**config.mk**
```make
export PLATFORM = sky130hd
export DESIGN_NAME = nvm_write_cycle
export DESIGN_NICKNAME = d
export VERILOG_FILES = /design/src/rtl/nvm_wc_pkg.sv /design/src/rtl/nvm_wc_timer.sv /design/src/rtl/nvm_wc_pagebuf.sv /design/src/rtl/nvm_write_cycle.sv
export SDC_FILE = /design/constraint.sdc
export NUM_CORES = 1
export LEC_CHECK = 0
export BUFFER_PORTS_ARGS = -buffer_cell sky130_fd_sc_hd__buf_2
export CAP_MARGIN = 20
export CORE_MARGIN = 1.5
export CORE_UTILIZATION = 50
export CTS_BUF_LIST = sky130_fd_sc_hd__clkbuf_8 sky130_fd_sc_hd__clkbuf_16
export DETAILED_ROUTE_END_ITERATION = 12
export PLACE_DENSITY = 0.68
export SLEW_MARGIN = 30
export SYNTH_ARGS = -nofsm -noshare
export SYNTH_HDL_FRONTEND = slang
export SYNTH_SLANG_ARGS = --single-unit
```
**constraint.sdc**
```tcl
create_clock -name clk -period 1.8 [get_ports clk]
set_clock_uncertainty 0.15 [all_clocks]
set_input_delay 0.09 -clock clk [delete_from_list [all_inputs] [get_ports clk]]
set_output_delay 0.09 -clock clk [all_outputs]
set_load 0.02 [all_outputs]
```
**src/rtl/nvm_wc_pkg.sv**
```systemverilog
package nvm_wc_pkg;

    // Page size rule: the smallest array uses 8-byte pages, larger ones 16.
    function automatic int page_bytes(input int mem_bytes);
        return (mem_bytes <= 256) ? 8 : 16;
    endfunction

    typedef enum logic {
        PH_IDLE = 1'b0,
        PH_BUSY = 1'b1
    } phase_e;

endpackage

```
**src/rtl/nvm_wc_timer.sv**
```systemverilog
module nvm_wc_timer
    import nvm_wc_pkg::*;
#(
    parameter int CYCLE_CLKS = 40
) (
    input  logic clk,
    input  logic rst_n,
    input  logic go,
    output logic busy
);
    localparam int CW = $clog2(CYCLE_CLKS + 1);

    typedef struct packed {
        phase_e        phase;
        logic [CW-1:0] cnt;
    } tmr_t;

    tmr_t tmr_d, tmr_q;

    always_comb begin
        tmr_d = tmr_q;
        unique case (tmr_q.phase)
            PH_IDLE: begin
                if (go) begin
                    tmr_d.phase = PH_BUSY;
                    tmr_d.cnt   = CW'(CYCLE_CLKS - 1);
                end
            end
            PH_BUSY: begin
                if (tmr_q.cnt == '0) begin
                    tmr_d.phase = PH_IDLE;
                end else begin
                    tmr_d.cnt = tmr_q.cnt - 1'b1;
                end
            end
            default: tmr_d.phase = PH_IDLE;
        endcase
    end

    always_ff @(posedge clk or negedge rst_n) begin
        if (!rst_n) begin
            tmr_q <= '{phase: PH_IDLE, cnt: '0};
        end else begin
            tmr_q <= tmr_d;
        end
    end

    assign busy = (tmr_q.phase == PH_BUSY);

endmodule

```
**src/rtl/nvm_wc_pagebuf.sv**
```systemverilog
module nvm_wc_pagebuf #(
    parameter int AW   = 10,
    parameter int PAGE = 16,
    parameter int PW   = 4
) (
    input  logic          clk,
    input  logic          rst_n,
    input  logic          discard,
    input  logic          load_addr,
    input  logic [AW-1:0] addr_in,
    input  logic          put_byte,
    input  logic [7:0]    byte_in,
    input  logic          commit_go,
    output logic          mem_we,
    output logic [AW-1:0] mem_addr,
    output logic [7:0]    mem_wdata
);
    localparam int RW = AW - PW;

    typedef struct packed {
        logic [PAGE-1:0][7:0] bytes;
        logic [PAGE-1:0]      filled;
        logic [RW-1:0]        row;
        logic [PW-1:0]        ptr;
        logic                 draining;
        logic [PW-1:0]        cidx;
    } pbuf_t;

    pbuf_t pb_d, pb_q;
    logic [PAGE-1:0] slot_hit;

    // One-hot decode of the fill pointer, one comparator per slot.
    for (genvar s = 0; s < PAGE; s++) begin : g_slot
        assign slot_hit[s] = put_byte && (pb_q.ptr == PW'(s));
    end

    always_comb begin
        pb_d = pb_q;
        if (pb_q.draining) begin
            if (pb_q.cidx == PW'(PAGE - 1)) begin
                pb_d.draining = 1'b0;
                pb_d.filled   = '0;
                pb_d.cidx     = '0;
            end else begin
                pb_d.cidx = pb_q.cidx + 1'b1;
            end
        end else if (commit_go) begin
            pb_d.draining = 1'b1;
            pb_d.cidx     = '0;
        end else if (discard) begin
            pb_d.filled = '0;
        end else if (load_addr) begin
            pb_d.row    = addr_in[AW-1:PW];
            pb_d.ptr    = addr_in[PW-1:0];
            pb_d.filled = '0;
        end else if (put_byte) begin
            for (int s = 0; s < PAGE; s++) begin
                if (slot_hit[s]) begin
                    pb_d.bytes[s]  = byte_in;
                    pb_d.filled[s] = 1'b1;
                end
            end
            pb_d.ptr = pb_q.ptr + 1'b1;
        end
    end

    always_ff @(posedge clk or negedge rst_n) begin
        if (!rst_n) begin
            pb_q <= '0;
        end else begin
            pb_q <= pb_d;
        end
    end

    assign mem_we    = pb_q.draining && pb_q.filled[pb_q.cidx];
    assign mem_addr  = {pb_q.row, pb_q.cidx};
    assign mem_wdata = pb_q.bytes[pb_q.cidx];

endmodule

```
**src/rtl/nvm_write_cycle.sv**
```systemverilog
module nvm_write_cycle
    import nvm_wc_pkg::*;
#(
    parameter int MEM_BYTES  = 1024,
    parameter int CYCLE_CLKS = 40,
    localparam int PAGE      = page_bytes(MEM_BYTES),
    localparam int AW        = $clog2(MEM_BYTES),
    localparam int PW        = $clog2(PAGE)
) (
    input  logic          clk,
    input  logic          rst_n,
    input  logic          start_evt,
    input  logic          stop_evt,
    input  logic          dev_match,
    output logic          addr_ack,
    input  logic          addr_stb,
    input  logic [AW-1:0] addr_in,
    input  logic          data_stb,
    input  logic [7:0]    data_in,
    output logic          busy,
    output logic          mem_we,
    output logic [AW-1:0] mem_addr,
    output logic [7:0]    mem_wdata
);
    typedef struct packed {
        logic armed;
    } ctl_t;

    ctl_t ctl_d, ctl_q;
    logic open_in;
    logic launch;

    assign open_in = !busy;
    assign launch  = open_in && stop_evt && ctl_q.armed;

    always_comb begin
        ctl_d = ctl_q;
        if (open_in) begin
            if (start_evt || addr_stb || stop_evt) begin
                ctl_d.armed = 1'b0;
            end else if (data_stb) begin
                ctl_d.armed = 1'b1;
            end
        end
    end

    always_ff @(posedge clk or negedge rst_n) begin
        if (!rst_n) begin
            ctl_q <= '0;
        end else begin
            ctl_q <= ctl_d;
        end
    end

    assign addr_ack = dev_match && open_in;

    nvm_wc_timer #(
        .CYCLE_CLKS(CYCLE_CLKS)
    ) u_timer (
        .clk  (clk),
        .rst_n(rst_n),
        .go   (launch),
        .busy (busy)
    );

    nvm_wc_pagebuf #(
        .AW  (AW),
        .PAGE(PAGE),
        .PW  (PW)
    ) u_pagebuf (
        .clk      (clk),
        .rst_n    (rst_n),
        .discard  (open_in && start_evt),
        .load_addr(open_in && addr_stb),
        .addr_in  (addr_in),
        .put_byte (open_in && data_stb),
        .byte_in  (data_in),
        .commit_go(launch),
        .mem_we   (mem_we),
        .mem_addr (mem_addr),
        .mem_wdata(mem_wdata)
    );

endmodule

```
; Word-level counts from Yosys, hierarchy flattened
; Cells that the tools add are included.
[classes]
addsub = 3
n_lt_le_gt_ge = 1
eq_ne = 20
muxes = 40
n_bitwise = 5
reduce_logical = 84
[ops]
columns = operator, count
row1 = AND reduction 6 bit, 16
row2 = two-way mux 16 bit, 5
row3 = AND reduction 4 bit, 18
row4 = nonzero test 4 bit, 17
row5 = "== test 4 bit, second input constant", 9
row6 = binary-select mux 8 bit (select 4 bit), 1
row7 = two-way mux 26 bit, 1
row8 = logical AND 1 bit, 23
row9 = two-way mux 1 bit, 21
row10 = "== test 4 x 3 -> 1 bit, second input constant", 4
row11 = one-hot mux 7 bit (2 select lines), 1
row12 = two-way mux 4 bit, 3
row13 = two-way mux 6 bit, 2
row14 = two-way mux 10 bit, 1
row15 = two-way mux 5 bit, 2
row16 = "adder 4 x 1 -> 4 bit, second input constant", 2
row17 = "== test 4 x 2 -> 1 bit, second input constant", 2
row18 = two-way mux 8 bit, 1
row19 = two-way mux 7 bit, 1
row20 = zero test 6 bit, 1
row21 = "!= test 2 bit, second input constant", 3
row22 = nonzero test 2 bit, 3
row23 = "subtractor 6 x 1 -> 6 bit, second input constant", 1
row24 = "< comparator 4 x 5 -> 1 bit, second input constant", 1
row25 = 8 further kinds, 14
[totals]
regBits = 167
out_inout_bits = 21
elab_cells = 192

; Depth between registers and ports, before layout
; Gate-level depths: netlist of run 1.
[logic_depth]
ltp_word = 9
depth_mapped = 7
ltp_nobuf = 6

; Modules after synthesis
; Synthesis of run 1 repeated with hierarchy kept, for this count alone.
[hier_totals]
cells_unflattened = 584
hier_area_um2 = 7952.6
[by_module_without_submodules]
columns = mod, instances, cells_each, area_per_inst_um2
row1 = nvm_wc_pagebuf, 1, 539, 7487.2
row2 = nvm_wc_timer, 1, 36, 384.1
row3 = nvm_write_cycle, 1, 9, 81.3

; Least setup slack after synthesis of run 1
; OpenSTA, ideal clock, no wires.
[synth_path]
path_type = register to output
start = register u_pagebuf.pb_q (netlist bit u_pagebuf.mem_addr[0])
end = output port mem_wdata[0]
arrival_time_ps = 1752
t_required_ps = 1560
setup_slack_ps = -192
path_stages_with_launch = 6
path_buffers = 2
cell_sequence = dfrtp_1 -> buf_2 -> buf_2 -> mux4_2 -> a22oi_1 -> nand2_1
[synth_between]
elab_chain_cells = 2
[synth_lines]
columns = element, line
row1 = from (decl), nvm_wc_pagebuf.sv:29  ; pbuf_t pb_d, pb_q;
row2 = from (signal assigned), nvm_wc_pagebuf.sv:71  ; pb_q <= pb_d;
row3 = binary-select mux 8 bit (select 4 bit), nvm_wc_pagebuf.sv:77  ; assign mem_wdata = pb_q.bytes[pb_q.cidx];
row4 = two-way mux 8 bit (not written as such), nvm_wc_pagebuf.sv:77
row5 = to (decl), nvm_write_cycle.sv:23  ; output logic [7:0] mem_wdata
; No other way between the ends. The select of a mux whose other input is x is not followed.

; Final worst setup path of run 1
[layout_path]
start = register u_pagebuf.pb_q (netlist bit u_pagebuf.mem_addr[0])
end = output port mem_we
[layout_between]
elab_chain_cells = 3
[layout_lines]
columns = element, line
row1 = binary-select mux 1 bit (select 4 bit), nvm_wc_pagebuf.sv:75  ; assign mem_we = pb_q.draining && pb_q.filled[pb_q.cidx];
row2 = two-way mux 1 bit (not written as such), nvm_wc_pagebuf.sv:75
row3 = logical AND 1 bit, nvm_wc_pagebuf.sv:75
row4 = to (decl), nvm_write_cycle.sv:21  ; output logic mem_we,
; No other way between the ends. The select of a mux whose other input is x is not followed.

==> impl_results.html, run 1 <==
<table>
<tr><th>Metric</th><th>Value</th></tr>
<tr><th colspan="2">Timing</th></tr>
<tr><td>Measured slew at the worst slew-check pin</td><td>0.5665 ns</td></tr>
<tr><td>Final Hold Vio Count</td><td>0</td></tr>
<tr><td>Final Worst Setup Slack</td><td>-0.7315 ns</td></tr>
<tr><td>Number of endpoints failing setup at the final stage</td><td>163</td></tr>
<tr><td>Setup repair after global routing missed its margin</td><td>true</td></tr>
<tr><td>Final Cycle Share</td><td>140.6%</td></tr>
<tr><td>Max Freq</td><td>395.0 MHz</td></tr>
<tr><td>Max_slew headroom</td><td>62.23%</td></tr>
<tr><td>Final-layout worst hold slack</td><td>0.01410 ns</td></tr>
<tr><td>Shortest clock period the worst path allows after layout</td><td>2.531 ns</td></tr>
<tr><td>Final slew viol count</td><td>0</td></tr>
<tr><th colspan="2">Clocking</th></tr>
<tr><td>Number of sinks on the clock net</td><td>167</td></tr>
<tr><td>Clock latency on the worst-skew pair</td><td>0.44 ns</td></tr>
<tr><td>Number of buffers on the longest clock path</td><td>2</td></tr>
<tr><td>Clock H-tree levels</td><td>4</td></tr>
<tr><td>TritonCTS clock tree</td><td>built</td></tr>
<tr><td>Clock-pin slew on the worst setup and hold paths</td><td>0.07 ns</td></tr>
<tr><td>Number of CTS-inserted buffers</td><td>17</td></tr>
<tr><td>Master cell of the clock root buffer</td><td>sky130_fd_sc_hd__clkbuf_16</td></tr>
<tr><th colspan="2">Power and ir drop</th></tr>
<tr><td>Power density over the cells</td><td>1597 nW/um^2</td></tr>
<tr><td>Leakage component of the power</td><td>5.499 nW</td></tr>
<tr><td>Sum of internal, switching and leakage power</td><td>0.01867 W</td></tr>
<tr><td>IR drop worst, VDD</td><td>989.4 uV</td></tr>
<tr><th colspan="2">Global routing</th></tr>
<tr><td>Pin count of the biggest net entering global routing</td><td>54</td></tr>
<tr><td>Wire length of the first global-routing pass</td><td>39,130 microns</td></tr>
<tr><td>Initial antenna violation count</td><td>0</td></tr>
<tr><td>Remaining global-route overflow</td><td>0</td></tr>
<tr><td>Via count of the first global-routing pass</td><td>6,744</td></tr>
<tr><td>Global-route usage over all layers</td><td>29.59%</td></tr>
<tr><th colspan="2">Layout</th></tr>
<tr><td>Number of inserted diodes</td><td>0</td></tr>
<tr><td>Layout cells sized above 1</td><td>60.22%</td></tr>
<tr><td>Layout Utilization</td><td>73.06%</td></tr>
<tr><td>Final instance count without filler cells</td><td>1,023</td></tr>
<tr><td>Commonest non-fill, non-tap cells in the layout</td><td>sky130_fd_sc_hd__dfrtp_1, sky130_fd_sc_hd__mux2_2, sky130_fd_sc_hd__buf_4, sky130_fd_sc_hd__buf_2, sky130_fd_sc_hd__nand2_1</td></tr>
<tr><td>NumNets Final</td><td>826</td></tr>
<tr><td>Most common library cell in the layout ignoring fill and taps</td><td>sky130_fd_sc_hd__dfrtp_1</td></tr>
<tr><td>Area grow syn2layout</td><td>41.56%</td></tr>
<tr><th colspan="2">Outcome</th></tr>
<tr><td>Status</td><td>complete, but fails checks</td></tr>
<tr><td>Failing checks</td><td>negative setup slack</td></tr>
<tr><th colspan="2">Worst setup path</th></tr>
<tr><td>Kind of end point of the critical path</td><td>primary output</td></tr>
<tr><td>Critical path data required time</td><td>1.56 ns</td></tr>
<tr><td>Startpoint types</td><td>flip-flop</td></tr>
<tr><td>Arrival @ worst endpoint</td><td>2.29 ns</td></tr>
<tr><td>Largest fanout of any net on the critical path</td><td>8</td></tr>
<tr><td>Critical path class</td><td>reg2out</td></tr>
<tr><th colspan="2">Floorplanning</th></tr>
<tr><td>Row count</td><td>46</td></tr>
<tr><td>CORE AREA</td><td>16,000 sq um</td></tr>
<tr><td>Initial Utilization</td><td>51.61%</td></tr>
<tr><td>Width of the chip</td><td>131.5 microns</td></tr>
<tr><td>Number of top-level pins</td><td>46</td></tr>
<tr><td>Vertical extent of the die</td><td>131.5 microns</td></tr>
<tr><td>Die outline area</td><td>17,300 sq um</td></tr>
<tr><th colspan="2">Placed design</th></tr>
<tr><td>IO buf count</td><td>45</td></tr>
<tr><td>Half-perimeter wire length of the detailed placement result</td><td>13,240 microns</td></tr>
<tr><td>Number of placed instances, taps included</td><td>904</td></tr>
<tr><td>Weighted congestion reported at the end of routability-driven placement</td><td>0.8721</td></tr>
<tr><th colspan="2">Synth</th></tr>
<tr><td>Post-synthesis cell count</td><td>606</td></tr>
<tr><td>Area share of and/or/nand/nor cells after synthesis</td><td>7.742%</td></tr>
<tr><td>Distinct cells, synth</td><td>49</td></tr>
<tr><td>Yosys warning count</td><td>0</td></tr>
<tr><td>Share of the synthesized area in compound gates (AO/OA/AOI/OAI)</td><td>8.242%</td></tr>
<tr><td>Sequential area share after synthesis</td><td>50.61%</td></tr>
<tr><td>Number of nets in the synthesized netlist</td><td>638</td></tr>
<tr><td>Mux share of post-synthesis cell area</td><td>28.74%</td></tr>
<tr><td>XOR/XNOR share of the synthesized area</td><td>0.1061%</td></tr>
<tr><td>Adder-cell area share of the yosys netlist</td><td>1.061%</td></tr>
<tr><td>Flip-flop and latch count after synthesis</td><td>167</td></tr>
<tr><td>Largest family of logic cells by synthesized area</td><td>multiplexers</td></tr>
<tr><td>Syn Area/Cell</td><td>13.63 sq um</td></tr>
<tr><td>Post-synthesis instance area</td><td>8258 sq um</td></tr>
<tr><th colspan="2">Routing</th></tr>
<tr><td>DRT antenna net count</td><td>0</td></tr>
<tr><td>Via-to-Cell Ratio</td><td>6.334</td></tr>
<tr><td>Number of optimization iterations in the first detailed-route pass</td><td>5</td></tr>
<tr><td>Starting DRC count in detailed routing</td><td>531</td></tr>
<tr><td>Overall via count from detail_route</td><td>6,480</td></tr>
<tr><td>Routed wire length</td><td>26,290 microns</td></tr>
<tr><td># DRC</td><td>0</td></tr>
<tr><td>Mean routed wirelength per cell</td><td>25.70 microns</td></tr>
<tr><th colspan="2">Min path</th></tr>
<tr><td>Hold Crit Class</td><td>in2reg</td></tr>
<tr><th colspan="2">Run</th></tr>
<tr><td>Number of violations of the max-capacitance limit</td><td>0</td></tr>
</table>
-- area by class of cell --
| type | instances | area (sq um) |
|---|---|---|
| multi-input cells | 394 | 4559 |
| fillers | 977 | 4310 |
| flip-flops and latches | 167 | 4188 |
| repair buffers | 207 | 2024 |
| clock buffers | 17 | 425.4 |
| well taps | 216 | 270.3 |
| clock inverters | 15 | 196.4 |
| inverters | 7 | 26.28 |
-- path summary, 6_finish.rpt --
| check | to | slack (ns) | start | depth (start not counted) |
|---|---|---|---|---|
| setup reg to reg | u_pagebuf.pb_q[118] | -0.40 | ctl_q | 8 |
| setup / recovery | mem_we | -0.73 | u_pagebuf.mem_addr[0] | 4 |
| min in group asynchronous | u_pagebuf.pb_q[6] | 0.06 | rst_n | 2 |
| hold / removal | u_pagebuf.pb_q[153] | 0.01 | data_in[2] | 2 |
| max in group asynchronous | u_pagebuf.pb_q[54] | 0.83 | rst_n | 3 |
| hold reg to reg | u_pagebuf.pb_q[117] | 0.36 | u_pagebuf.pb_q[117] | 1 |
-- power breakdown --
part / internal [W] / switching, W
Clock: 0.00222 / 0.00167
Combinational: 0.00446 / 0.00454
Sequential: 0.00487 / 0.000903
Total: 0.0116 / 0.00712
-- through the flow --
step                      worst slack [ns]  setup TNS, ns  instance area (sq um)
after floorplan                    -0.1098         -4.427                   8317
after detailed placement           -0.2676         -16.27                   9383
after global placement             -0.2331         -12.92                   9383
final                              -0.7315         -43.64                  11690
after CTS                          -0.6999         -30.40                  11240
after global routing               -0.7763         -50.48                  11690
-- Yosys cell counts (all sizes together) --
| cell type | number | area [sq um] |
|---|---|---|
| a211o | 1 | 8.760 |
| a211oi | 16 | 120.1 |
| a21boi | 2 | 15.01 |
| a21o | 1 | 7.510 |
| a21oi | 7 | 46.30 |
| a221oi | 16 | 140.1 |
| a22oi | 8 | 60.06 |
| a311o | 1 | 10.01 |
| a31oi | 2 | 12.51 |
| and2 | 3 | 18.77 |
| and3b | 5 | 43.79 |
| buf | 27 | 171.4 |
| clkbuf | 24 | 91.33 |
| dfrtp | 167 | 4179 |
| ha | 7 | 87.58 |
| inv | 7 | 26.28 |
| mux2 | 135 | 1580 |
| mux2i | 32 | 320.3 |
| mux4 | 21 | 473.0 |
| nand2 | 38 | 142.6 |
| nand2b | 3 | 18.77 |
| nand3 | 22 | 265.3 |
| nand4 | 1 | 6.260 |
| nor2 | 4 | 15.01 |
| nor2b | 7 | 43.79 |
| nor3 | 4 | 25.02 |
| nor3b | 1 | 7.510 |
| nor4 | 2 | 33.78 |
| o211ai | 2 | 15.01 |
| o21ai | 14 | 70.07 |
| o21ba | 1 | 10.01 |
| o21bai | 1 | 7.510 |
| o22a | 1 | 8.760 |
| o22ai | 2 | 12.51 |
| o31ai | 16 | 120.1 |
| o41ai | 1 | 16.27 |
| or3 | 3 | 18.77 |
| xnor2 | 1 | 8.760 |
-- worst max-delay path, stage by stage, from the launching register on --
cell	delay, ns
sky130_fd_sc_hd__dfrtp_4	0.54
sky130_fd_sc_hd__mux4_2	0.54
sky130_fd_sc_hd__mux4_2	0.48
sky130_fd_sc_hd__and2_4	0.17
sky130_fd_sc_hd__buf_6	0.12
-- state kept, by name, summed over array words and instances, names as in the netlist --
signal and flops:
u_timer.tmr_q 6, u_timer.busy 1, u_pagebuf.pb_q 149, ctl_q 1, u_pagebuf.mem_addr 10
-- logic make-up after synthesis --
family	count (synthesis)
mux	188
flops	167
simple gates	93
compound gates	92
buf+inv	58
fa+ha+maj	7
xor+xnor	1
-- timing repair --
| item | CTS | global route |
|---|---|---|
| hold endpoints to repair | 214 | 0 |
| resized for setup | 90 | 83 |
| hold buffers | 18 | 0 |
| endpoints found under the setup margin | 160 | 166 |
| pin swaps | 12 | 22 |
| gates cloned | 17 | 1 |
| setup buffers | 41 | 16 |
-- per-layer routing --
metal  track usage, %  routed length [microns]  vias to the layer above
met5                0                        0                        -
met4            13.89                     1267                        0
met3            5.864                     1498                      101
met2            49.88                    13140                      312
met1            36.71                    10390                     3400
li1                 -                        -                     2667
(Power assumes the default switching activity.)
==> inputs of run 2 (changes only) <==
--- a/config.mk
+++ b/config.mk
@@ -9,8 +9,9 @@
 export CAP_MARGIN = 20
 export CORE_MARGIN = 1.5
-export CORE_UTILIZATION = 50
+export CORE_UTILIZATION = 55
 export CTS_BUF_LIST = sky130_fd_sc_hd__clkbuf_8 sky130_fd_sc_hd__clkbuf_16
 export DETAILED_ROUTE_END_ITERATION = 12
-export PLACE_DENSITY = 0.68
+export PLACE_DENSITY = 0.74
+export SKIP_LAST_GASP = 1
 export SLEW_MARGIN = 30
 export SYNTH_ARGS = -nofsm -noshare
==> constraint.sdc (replaced) <==
create_clock -name clk -period 1.8 [get_ports clk]
set_clock_uncertainty 0.15 [all_clocks]
set_input_delay 0.45 -clock clk [delete_from_list [all_inputs] [get_ports clk]]
set_output_delay 0.45 -clock clk [all_outputs]
set_load 0.02 [all_outputs]
==> run 2 against run 1 <==
Effect of this change: the run still ends with negative setup slack left; critical path depth rose by 3; wire length grew 8.4%; clock power increased by 3%; highest routed layer unchanged; largest power group unchanged; critical endpoint is now mem_wdata[7]; cell count down 6.0%; largest cell class unchanged; fmax shrank 15%; non-clock buffer count fell by 32; final area decreased by 1.7%.
==> impl_results.html, run 2 (synthesis results as in run 1) <==
<table>
<tr><th>Metric</th><th>Value</th></tr>
<tr><th colspan="2">Worst setup path</th></tr>
<tr><td>Startpoint types</td><td>flip-flop (unchanged)</td></tr>
<tr><td>Slowest-stage cell, CP</td><td>sky130_fd_sc_hd__dfrtp_4 (unchanged)</td></tr>
<tr><td>Total buffers and inverters traversed by the critical path</td><td>3 (was 1)</td></tr>
<tr><td>Slack of the worst reg-to-reg path</td><td>-0.37 ns (was -0.40 ns)</td></tr>
<tr><td>Critical path data required time</td><td>1.20 ns (was 1.56 ns)</td></tr>
<tr><td>Kind of end point of the critical path</td><td>primary output (unchanged)</td></tr>
<tr><td>Cell type group with the largest total delay on the critical path</td><td>compound AO/OA/AOI/OAI gates (was multiplexers)</td></tr>
<tr><td>Biggest cell delay along the critical path</td><td>0.51 ns (was 0.54 ns)</td></tr>
<tr><td>Arrival @ worst endpoint</td><td>2.39 ns (was 2.29 ns)</td></tr>
<tr><td>Critical path class</td><td>reg2out (unchanged)</td></tr>
<tr><td>Largest fanout of any net on the critical path</td><td>7 (was 8)</td></tr>
<tr><td>Most frequent cell on the critical path</td><td>sky130_fd_sc_hd__buf_12 (was sky130_fd_sc_hd__mux4_2)</td></tr>
<tr><td>List of cells traversed by the critical path</td><td>buf_12 -&gt; buf_12 -&gt; mux2i_1 -&gt; a221oi_1 -&gt; o21ai_0 -&gt; nand2_1 -&gt; buf_2 (was mux4_2 -&gt; mux4_2 -&gt; and2_4 -&gt; buf_6)</td></tr>
<tr><th colspan="2">Layout</th></tr>
<tr><td>Number of inserted diodes</td><td>0 (unchanged)</td></tr>
<tr><td>Post-route design area</td><td>11,490 sq um (was 11,690 sq um)</td></tr>
<tr><td>FILL cells</td><td>700 (was 977)</td></tr>
<tr><td>Reg with most FFs</td><td>u_pagebuf.pb_q (unchanged)</td></tr>
<tr><td>Area grow syn2layout</td><td>39.09% (was 41.56%)</td></tr>
<tr><td>Most common library cell in the layout ignoring fill and taps</td><td>sky130_fd_sc_hd__dfrtp_1 (unchanged)</td></tr>
<tr><td>Layout Utilization</td><td>78.73% (was 73.06%)</td></tr>
<tr><td>NumNets Final</td><td>797 (was 826)</td></tr>
<tr><td>Largest register FFs</td><td>149 (unchanged)</td></tr>
<tr><td>Commonest non-fill, non-tap cells in the layout</td><td>sky130_fd_sc_hd__dfrtp_1, sky130_fd_sc_hd__mux2_2, sky130_fd_sc_hd__buf_4, sky130_fd_sc_hd__mux2_4, sky130_fd_sc_hd__nand2_1 (was sky130_fd_sc_hd__dfrtp_1, sky130_fd_sc_hd__mux2_2, sky130_fd_sc_hd__buf_4, sky130_fd_sc_hd__buf_2, sky130_fd_sc_hd__nand2_1)</td></tr>
<tr><td>Layout cells sized above 1</td><td>61.31% (was 60.22%)</td></tr>
<tr><th colspan="2">Routing</th></tr>
<tr><td>Via-to-Cell Ratio</td><td>6.788 (was 6.334)</td></tr>
<tr><td>Overall via count from detail_route</td><td>6,530 (was 6,480)</td></tr>
<tr><td>Routed wire length</td><td>28,490 microns (was 26,290 microns)</td></tr>
<tr><td>Number of optimization iterations in the first detailed-route pass</td><td>5 (unchanged)</td></tr>
<tr><td>Mean routed wirelength per cell</td><td>29.62 microns (was 25.70 microns)</td></tr>
<tr><td>Starting DRC count in detailed routing</td><td>542 (was 531)</td></tr>
<tr><td>DRT antenna net count</td><td>0 (unchanged)</td></tr>
<tr><td># DRC</td><td>0 (unchanged)</td></tr>
<tr><th colspan="2">Outcome</th></tr>
<tr><td>Failing checks</td><td>negative setup slack (unchanged)</td></tr>
<tr><td>Status</td><td>complete, but fails checks (unchanged)</td></tr>
<tr><th colspan="2">Timing</th></tr>
<tr><td>Post-Route Setup TNS</td><td>-38.47 ns (was -43.64 ns)</td></tr>
<tr><td>Final slew viol count</td><td>0 (unchanged)</td></tr>
<tr><td>Number of endpoints failing setup at the final stage</td><td>168 (was 163)</td></tr>
<tr><td>Max Freq</td><td>334.8 MHz (was 395.0 MHz)</td></tr>
<tr><td>Final Hold Vio Count</td><td>0 (unchanged)</td></tr>
<tr><td>Measured slew at the worst slew-check pin</td><td>0.5486 ns (was 0.5665 ns)</td></tr>
<tr><td>Setup repair after global routing missed its margin</td><td>true (unchanged)</td></tr>
<tr><td>Final Cycle Share</td><td>165.9% (was 140.6%)</td></tr>
<tr><td>Final Worst Setup Slack</td><td>-1.187 ns (was -0.7315 ns)</td></tr>
<tr><td>Shortest clock period the worst path allows after layout</td><td>2.987 ns (was 2.531 ns)</td></tr>
<tr><td>Max_slew headroom</td><td>63.21% (was 62.23%)</td></tr>
<tr><td>Final-layout worst hold slack</td><td>0.1020 ns (was 0.01410 ns)</td></tr>
<tr><th colspan="2">Clocking</th></tr>
<tr><td>Clock H-tree levels</td><td>4 (unchanged)</td></tr>
<tr><td>Clock-pin slew on the worst setup and hold paths</td><td>0.07 ns (about the same)</td></tr>
<tr><td>Master cell of the clock root buffer</td><td>sky130_fd_sc_hd__clkbuf_16 (unchanged)</td></tr>
<tr><td>Number of buffers on the longest clock path</td><td>2 (unchanged)</td></tr>
<tr><td>Number of CTS-inserted buffers</td><td>17 (unchanged)</td></tr>
<tr><td>TritonCTS clock tree</td><td>built (unchanged)</td></tr>
<tr><td>Clock latency on the worst-skew pair</td><td>0.43 ns (was 0.44 ns)</td></tr>
<tr><td>Number of sinks on the clock net</td><td>167 (unchanged)</td></tr>
<tr><th colspan="2">Global routing</th></tr>
<tr><td>Global-route usage over all layers</td><td>32.75% (was 29.59%)</td></tr>
<tr><td>Initial antenna violation count</td><td>0 (unchanged)</td></tr>
<tr><td>Pin count of the biggest net entering global routing</td><td>68 (was 54)</td></tr>
<tr><td>Via count of the first global-routing pass</td><td>6,716 (was 6,744)</td></tr>
<tr><td>Remaining global-route overflow</td><td>0 (unchanged)</td></tr>
<tr><td>Wire length of the first global-routing pass</td><td>38,760 microns (was 39,130 microns)</td></tr>
<tr><th colspan="2">Floorplanning</th></tr>
<tr><td>Width of the chip</td><td>125.5 microns (was 131.5 microns)</td></tr>
<tr><td>Vertical extent of the die</td><td>125.5 microns (was 131.5 microns)</td></tr>
<tr><td>Die outline area</td><td>15,760 sq um (was 17,300 sq um)</td></tr>
<tr><td>Number of top-level pins</td><td>46 (unchanged)</td></tr>
<tr><td>Initial Utilization</td><td>56.60% (was 51.61%)</td></tr>
<tr><td>Row count</td><td>44 (was 46)</td></tr>
<tr><td>CORE AREA</td><td>14,590 sq um (was 16,000 sq um)</td></tr>
<tr><th colspan="2">Placed design</th></tr>
<tr><td>DP Worst Slack</td><td>-0.6297 ns (was -0.2676 ns)</td></tr>
<tr><td>IO buf count</td><td>45 (unchanged)</td></tr>
<tr><td>Post-detailed-placement cell area</td><td>9281 sq um (was 9383 sq um)</td></tr>
<tr><td>Half-perimeter wire length of the detailed placement result</td><td>12,560 microns (was 13,240 microns)</td></tr>
<tr><td>Weighted congestion reported at the end of routability-driven placement</td><td>0.8299 (was 0.8721)</td></tr>
<tr><th colspan="2">Power and ir drop</th></tr>
<tr><td>Power density over the cells</td><td>1670 nW/um^2 (was 1597 nW/um^2)</td></tr>
<tr><td>IR drop worst, VDD</td><td>898.8 uV (was 989.4 uV)</td></tr>
<tr><td>Leakage component of the power</td><td>5.371 nW (was 5.499 nW)</td></tr>
<tr><th colspan="2">Min path</th></tr>
<tr><td>Hold Crit Class</td><td>in2reg (unchanged)</td></tr>
<tr><th colspan="2">Run</th></tr>
<tr><td>Number of violations of the max-capacitance limit</td><td>0 (unchanged)</td></tr>
</table>
-- run 2: path summary, 6_finish.rpt --
path | from | end | cells past startpoint
worst max-delay path | u_pagebuf.mem_addr[0] | mem_wdata[7] | 7
worst min-delay path | addr_in[4] | u_pagebuf.mem_addr[4] | 2
worst max register to register | u_pagebuf.pb_q[5] | u_pagebuf.pb_q[18] | 7
worst min register to register | u_pagebuf.pb_q[120] | u_pagebuf.pb_q[120] | 1
max in group asynchronous | rst_n | u_pagebuf.pb_q[44] | 3
min in group asynchronous | rst_n | u_pagebuf.pb_q[41] | 2
-- run 2: final cells by class --
type	count	area [sq um]	share of cell area, %
Multi-Input combinational cell	397	4647	40.46
Sequential cell	167	4188	36.46
Timing Repair Buffer	175	1753	15.26
Clock buffer	17	425.4	3.704
Tap cell	184	230.2	2.004
Clock inverter	15	216.5	1.885
Inverter	7	26.28	0.2288
-- run 2: where the power goes --
group          switching [W]  internal [W]
combinational        0.00485       0.00451
sequential          0.000941       0.00487
clock                0.00165       0.00236
total                0.00745        0.0117
-- run 2: stage by stage --
step | power [W] | std cells
2_1_floorplan | 0.009761 | 606
3_3_place_gp | 0.01141 | 860
3_5_place_dp | 0.01172 | 860
4_1_cts | 0.01717 | 942
5_1_grt | 0.01978 | 962
6_report | 0.01918 | 962
-- run 2: repair_timing --
action	4_1_cts	5_1_grt
setup endpoints to repair	166	173
setup buffers	30	19
hold endpoints to repair	167	0
pin swaps	15	37
hold buffers	1	0
gates cloned	21	5
gates resized for setup	69	120
-- run 2: per-layer routing --
metal	part of all wire (%)	GRT usage, %
met2	47	52.75
met3	7.6	9.499
met4	6.7	19.32
met1	38	39.24
met5	0	0
==> inputs of run 3 (changes only) <==
--- a/config.mk
+++ b/config.mk
@@ -9,8 +9,8 @@
 export CAP_MARGIN = 20
 export CORE_MARGIN = 1.5
-export CORE_UTILIZATION = 55
-export CTS_BUF_LIST = sky130_fd_sc_hd__clkbuf_8 sky130_fd_sc_hd__clkbuf_16
+export CORE_UTILIZATION = 57
+export CTS_BUF_LIST = sky130_fd_sc_hd__clkbuf_8
 export DETAILED_ROUTE_END_ITERATION = 12
-export PLACE_DENSITY = 0.74
+export PLACE_DENSITY = 0.76
 export SKIP_LAST_GASP = 1
 export SLEW_MARGIN = 30
==> constraint.sdc (replaced) <==
create_clock -name clk -period 1.8 [get_ports clk]
set_clock_uncertainty 0.15 [all_clocks]
set_input_delay 0 -clock clk [delete_from_list [all_inputs] [get_ports clk]]
set_output_delay 0 -clock clk [all_outputs]
set_load 0.02 [all_outputs]
==> run 3 against run 2 <==
Effect of this change: the flow still finishes with violations (negative setup slack); sequential cell count unchanged; hold slack better by 0.050 ns; non-clock buffer count increased by 23; die area fell by 3.4%; combinational power is 5.4% higher; critical path type unchanged.
==> impl_results.html, run 3 (synthesis results as in run 1) <==
<table>
<tr><th>Metric</th><th>Value</th></tr>
<tr><th colspan="2">Layout</th></tr>
<tr><td>Reg with most FFs</td><td>u_pagebuf.pb_q (unchanged)</td></tr>
<tr><td>Sequential Area</td><td>4189 sq um (was 4188 sq um)</td></tr>
<tr><td>Layout cells sized above 1</td><td>60.15% (was 61.31%)</td></tr>
<tr><td>Commonest non-fill, non-tap cells in the layout</td><td>sky130_fd_sc_hd__dfrtp_1, sky130_fd_sc_hd__mux2_2, sky130_fd_sc_hd__buf_4, sky130_fd_sc_hd__mux2_4, sky130_fd_sc_hd__buf_6 (was sky130_fd_sc_hd__dfrtp_1, sky130_fd_sc_hd__mux2_2, sky130_fd_sc_hd__buf_4, sky130_fd_sc_hd__mux2_4, sky130_fd_sc_hd__nand2_1)</td></tr>
<tr><td>Post-route design area</td><td>11,530 sq um (was 11,490 sq um)</td></tr>
<tr><td>Multi-input logic area</td><td>4707 sq um (was 4647 sq um)</td></tr>
<tr><td>NumNets Final</td><td>817 (was 797)</td></tr>
<tr><td>Area grow syn2layout</td><td>39.64% (was 39.09%)</td></tr>
<tr><td>Largest register FFs</td><td>149 (unchanged)</td></tr>
<tr><td>Number of inserted diodes</td><td>0 (unchanged)</td></tr>
<tr><td>FILL cells</td><td>614 (was 700)</td></tr>
<tr><td>Most common library cell in the layout ignoring fill and taps</td><td>sky130_fd_sc_hd__dfrtp_1 (unchanged)</td></tr>
<tr><th colspan="2">Timing</th></tr>
<tr><td>Final Hold Vio Count</td><td>0 (unchanged)</td></tr>
<tr><td>Max Freq</td><td>381.1 MHz (was 334.8 MHz)</td></tr>
<tr><td>Shortest clock period the worst path allows after layout</td><td>2.624 ns (was 2.987 ns)</td></tr>
<tr><td>Setup repair after global routing missed its margin</td><td>true (unchanged)</td></tr>
<tr><td>Max_slew headroom</td><td>67.95% (was 63.21%)</td></tr>
<tr><td>Number of endpoints failing setup at the final stage</td><td>164 (was 168)</td></tr>
<tr><td>Final Worst Setup Slack</td><td>-0.8239 ns (was -1.187 ns)</td></tr>
<tr><td>Final-layout worst hold slack</td><td>0.1525 ns (was 0.1020 ns)</td></tr>
<tr><td>Measured slew at the worst slew-check pin</td><td>0.4673 ns (was 0.5486 ns)</td></tr>
<tr><td>Final slew viol count</td><td>0 (unchanged)</td></tr>
<tr><td>Final Cycle Share</td><td>145.8% (was 165.9%)</td></tr>
<tr><th colspan="2">Power and ir drop</th></tr>
<tr><td>Sum of internal, switching and leakage power</td><td>0.01842 W (was 0.01918 W)</td></tr>
<tr><td>Power density over the cells</td><td>1597 nW/um^2 (was 1670 nW/um^2)</td></tr>
<tr><td>IR drop worst, VDD</td><td>908.4 uV (was 898.8 uV)</td></tr>
<tr><td>Leakage component of the power</td><td>5.387 nW (was 5.371 nW)</td></tr>
<tr><th colspan="2">Clocking</th></tr>
<tr><td>Number of CTS-inserted buffers</td><td>17 (unchanged)</td></tr>
<tr><td>Clock H-tree levels</td><td>4 (unchanged)</td></tr>
<tr><td>Clock latency on the worst-skew pair</td><td>0.48 ns (was 0.43 ns)</td></tr>
<tr><td>TritonCTS clock tree</td><td>built (unchanged)</td></tr>
<tr><td>Master cell of the clock root buffer</td><td>sky130_fd_sc_hd__clkbuf_8 (was sky130_fd_sc_hd__clkbuf_16)</td></tr>
<tr><td>Number of buffers on the longest clock path</td><td>2 (unchanged)</td></tr>
<tr><td>Number of sinks on the clock net</td><td>167 (unchanged)</td></tr>
<tr><td>Clock-pin slew on the worst setup and hold paths</td><td>0.10 ns (was 0.07 ns)</td></tr>
<tr><th colspan="2">Placed design</th></tr>
<tr><td>Post-detailed-placement cell area</td><td>9163 sq um (was 9281 sq um)</td></tr>
<tr><td>IO buf count</td><td>45 (unchanged)</td></tr>
<tr><td>Half-perimeter wire length of the detailed placement result</td><td>12,920 microns (was 12,560 microns)</td></tr>
<tr><td>Weighted congestion reported at the end of routability-driven placement</td><td>0.8519 (was 0.8299)</td></tr>
<tr><th colspan="2">Outcome</th></tr>
<tr><td>Failing checks</td><td>negative setup slack (unchanged)</td></tr>
<tr><td>Status</td><td>complete, but fails checks (unchanged)</td></tr>
<tr><th colspan="2">Routing</th></tr>
<tr><td>Mean routed wirelength per cell</td><td>31.10 microns (was 29.62 microns)</td></tr>
<tr><td>DRT antenna net count</td><td>0 (unchanged)</td></tr>
<tr><td>Starting DRC count in detailed routing</td><td>754 (was 542)</td></tr>
<tr><td>Number of optimization iterations in the first detailed-route pass</td><td>6 (was 5)</td></tr>
<tr><td>Via-to-Cell Ratio</td><td>7.077 (was 6.788)</td></tr>
<tr><td># DRC</td><td>0 (unchanged)</td></tr>
<tr><td>Overall via count from detail_route</td><td>6,921 (was 6,530)</td></tr>
<tr><td>Routed wire length</td><td>30,410 microns (was 28,490 microns)</td></tr>
<tr><th colspan="2">Global routing</th></tr>
<tr><td>Global-route met1 utilization</td><td>45.72% (was 39.24%)</td></tr>
<tr><td>Global-route usage over all layers</td><td>36.07% (was 32.75%)</td></tr>
<tr><td>Wire length of the first global-routing pass</td><td>39,420 microns (was 38,760 microns)</td></tr>
<tr><td>GRT busiest layer</td><td>met2 (unchanged)</td></tr>
<tr><td>Remaining global-route overflow</td><td>0 (unchanged)</td></tr>
<tr><td>Via count of the first global-routing pass</td><td>6,737 (was 6,716)</td></tr>
<tr><td>Met2 Usage GRT</td><td>57.81% (was 52.75%)</td></tr>
<tr><td>Initial antenna violation count</td><td>0 (unchanged)</td></tr>
<tr><td>Pin count of the biggest net entering global routing</td><td>50 (was 68)</td></tr>
<tr><td>GRT met3 Usage</td><td>9.640% (was 9.499%)</td></tr>
<tr><th colspan="2">Worst setup path</th></tr>
<tr><td>Largest fanout of any net on the critical path</td><td>5 (was 7)</td></tr>
<tr><td>Slowest-stage cell, CP</td><td>sky130_fd_sc_hd__dfrtp_4 (unchanged)</td></tr>
<tr><td>Kind of end point of the critical path</td><td>primary output (unchanged)</td></tr>
<tr><td>Worst flop-to-flop path endpoint</td><td>u_pagebuf.pb_q[108] (was u_pagebuf.pb_q[18])</td></tr>
<tr><td>Beginning of the worst register-to-register path</td><td>ctl_q (was u_pagebuf.pb_q[5])</td></tr>
<tr><td>Slack of the worst reg-to-reg path</td><td>-0.37 ns (about the same)</td></tr>
<tr><td>Biggest cell delay along the critical path</td><td>0.53 ns (was 0.51 ns)</td></tr>
<tr><td>Startpoint types</td><td>flip-flop (unchanged)</td></tr>
<tr><td>Most frequent cell on the critical path</td><td>sky130_fd_sc_hd__buf_4 (was sky130_fd_sc_hd__buf_12)</td></tr>
<tr><td>Critical path data required time</td><td>1.65 ns (was 1.20 ns)</td></tr>
<tr><td>Arrival @ worst endpoint</td><td>2.47 ns (was 2.39 ns)</td></tr>
<tr><td>Critical path class</td><td>reg2out (unchanged)</td></tr>
<tr><td>List of cells traversed by the critical path</td><td>bufbuf_16 -&gt; buf_4 -&gt; mux2i_1 -&gt; a221oi_1 -&gt; buf_4 -&gt; o21ai_1 -&gt; nand2_1 -&gt; buf_6 (was buf_12 -&gt; buf_12 -&gt; mux2i_1 -&gt; a221oi_1 -&gt; o21ai_0 -&gt; nand2_1 -&gt; buf_2)</td></tr>
<tr><td>Count of cells along the worst register-to-register path</td><td>6 (was 7)</td></tr>
<tr><th colspan="2">Floorplanning</th></tr>
<tr><td>Number of top-level pins</td><td>46 (unchanged)</td></tr>
<tr><td>Row count</td><td>43 (was 44)</td></tr>
<tr><td>CORE AREA</td><td>13,990 sq um (was 14,590 sq um)</td></tr>
<tr><td>Vertical extent of the die</td><td>123.4 microns (was 125.5 microns)</td></tr>
<tr><td>Initial Utilization</td><td>59.03% (was 56.60%)</td></tr>
<tr><td>Die outline area</td><td>15,220 sq um (was 15,760 sq um)</td></tr>
<tr><td>Width of the chip</td><td>123.4 microns (was 125.5 microns)</td></tr>
<tr><th colspan="2">Min path</th></tr>
<tr><td>Hold Crit Class</td><td>in2reg (unchanged)</td></tr>
<tr><td>Startpoint of the most critical hold path</td><td>addr_in[8] (was addr_in[4])</td></tr>
<tr><td>Count of cells along the worst hold path</td><td>3 (was 2)</td></tr>
<tr><td>Capture endpoint of the worst hold path</td><td>u_pagebuf.mem_addr[8] (was u_pagebuf.mem_addr[4])</td></tr>
<tr><th colspan="2">Run</th></tr>
<tr><td>Number of violations of the max-capacitance limit</td><td>0 (unchanged)</td></tr>
</table>
-- run 3: repair_timing --
action,4_1_cts,5_1_grt
hold buffers,25,0
setup endpoints to repair,159,169
pin swaps,28,34
gates cloned,19,3
gates resized for setup,119,100
endpoints found under the hold margin,312,0
setup buffers,32,24
-- run 3: power by group --
part	total [W]	leakage [nW]	switching, W	internal, W
combinational	0.00987	2.95	0.00510	0.00477
sequential	0.00587	2.25	0.00101	0.00486
clock	0.00268	0.191	0.00153	0.00114
total	0.0184	5.39	0.00765	0.0108
-- run 3: worst max-delay path by stage --
stage                                startpoint            endpoint  slack, ns  cells past startpoint
after global placement    u_pagebuf.mem_addr[1]  u_pagebuf.pb_q[20]      -0.27                      5
after floorplan                           ctl_q  u_pagebuf.pb_q[79]      -0.11                      5
after detailed placement  u_pagebuf.mem_addr[1]  u_pagebuf.pb_q[19]      -0.26                      5
after CTS                 u_pagebuf.mem_addr[0]              mem_we      -0.67                      5
final                     u_pagebuf.mem_addr[0]        mem_wdata[4]      -0.82                      8
after global routing      u_pagebuf.mem_addr[0]        mem_wdata[4]      -0.94                      8
-- run 3: metrics by stage --
step / std cells / TNS, ns / utilization, % / setup WS, ns
global route: 978 / -50.24 / 82.43 / -0.9367
finish: 978 / -48.00 / 82.43 / -0.8239
floorplan: 606 / -4.342 / - / -0.1098
global placement: 848 / -12.68 / 65.50 / -0.2672
CTS: 954 / -24.78 / 77.59 / -0.6670
detailed placement: 848 / -17.04 / 65.50 / -0.2623
-- run 3: cell type report --
| type | instances | share of cell area, % |
|---|---|---|
| multi-input combinational | 394 | 40.82 |
| inverter | 7 | 0.2279 |
| sequential | 167 | 36.33 |
| timing repair buffer | 198 | 17.44 |
| tap | 180 | 1.953 |
| clock inverter | 14 | 1.085 |
| clock buffer | 18 | 2.148 |
-- run 3: worst max-delay path, delay by kind of cell (launching register included) --
family                 cells  cell delay (ns)
DFF                        1             0.53
and+or+nand+nor            1             0.13
buffers and inverters      4             0.76
muxes                      1             0.11
AOI/OAI and AO/OA          2             0.45
-- run 3: routing by layer --
| metal | up-vias | share of wire, % |
|---|---|---|
| met1 | 3492 | 35 |
| li1 | 2651 | - |
| met3 | 203 | 10 |
| met2 | 575 | 47 |
| met4 | 0 | 7.1 |
| met5 | - | 0 |
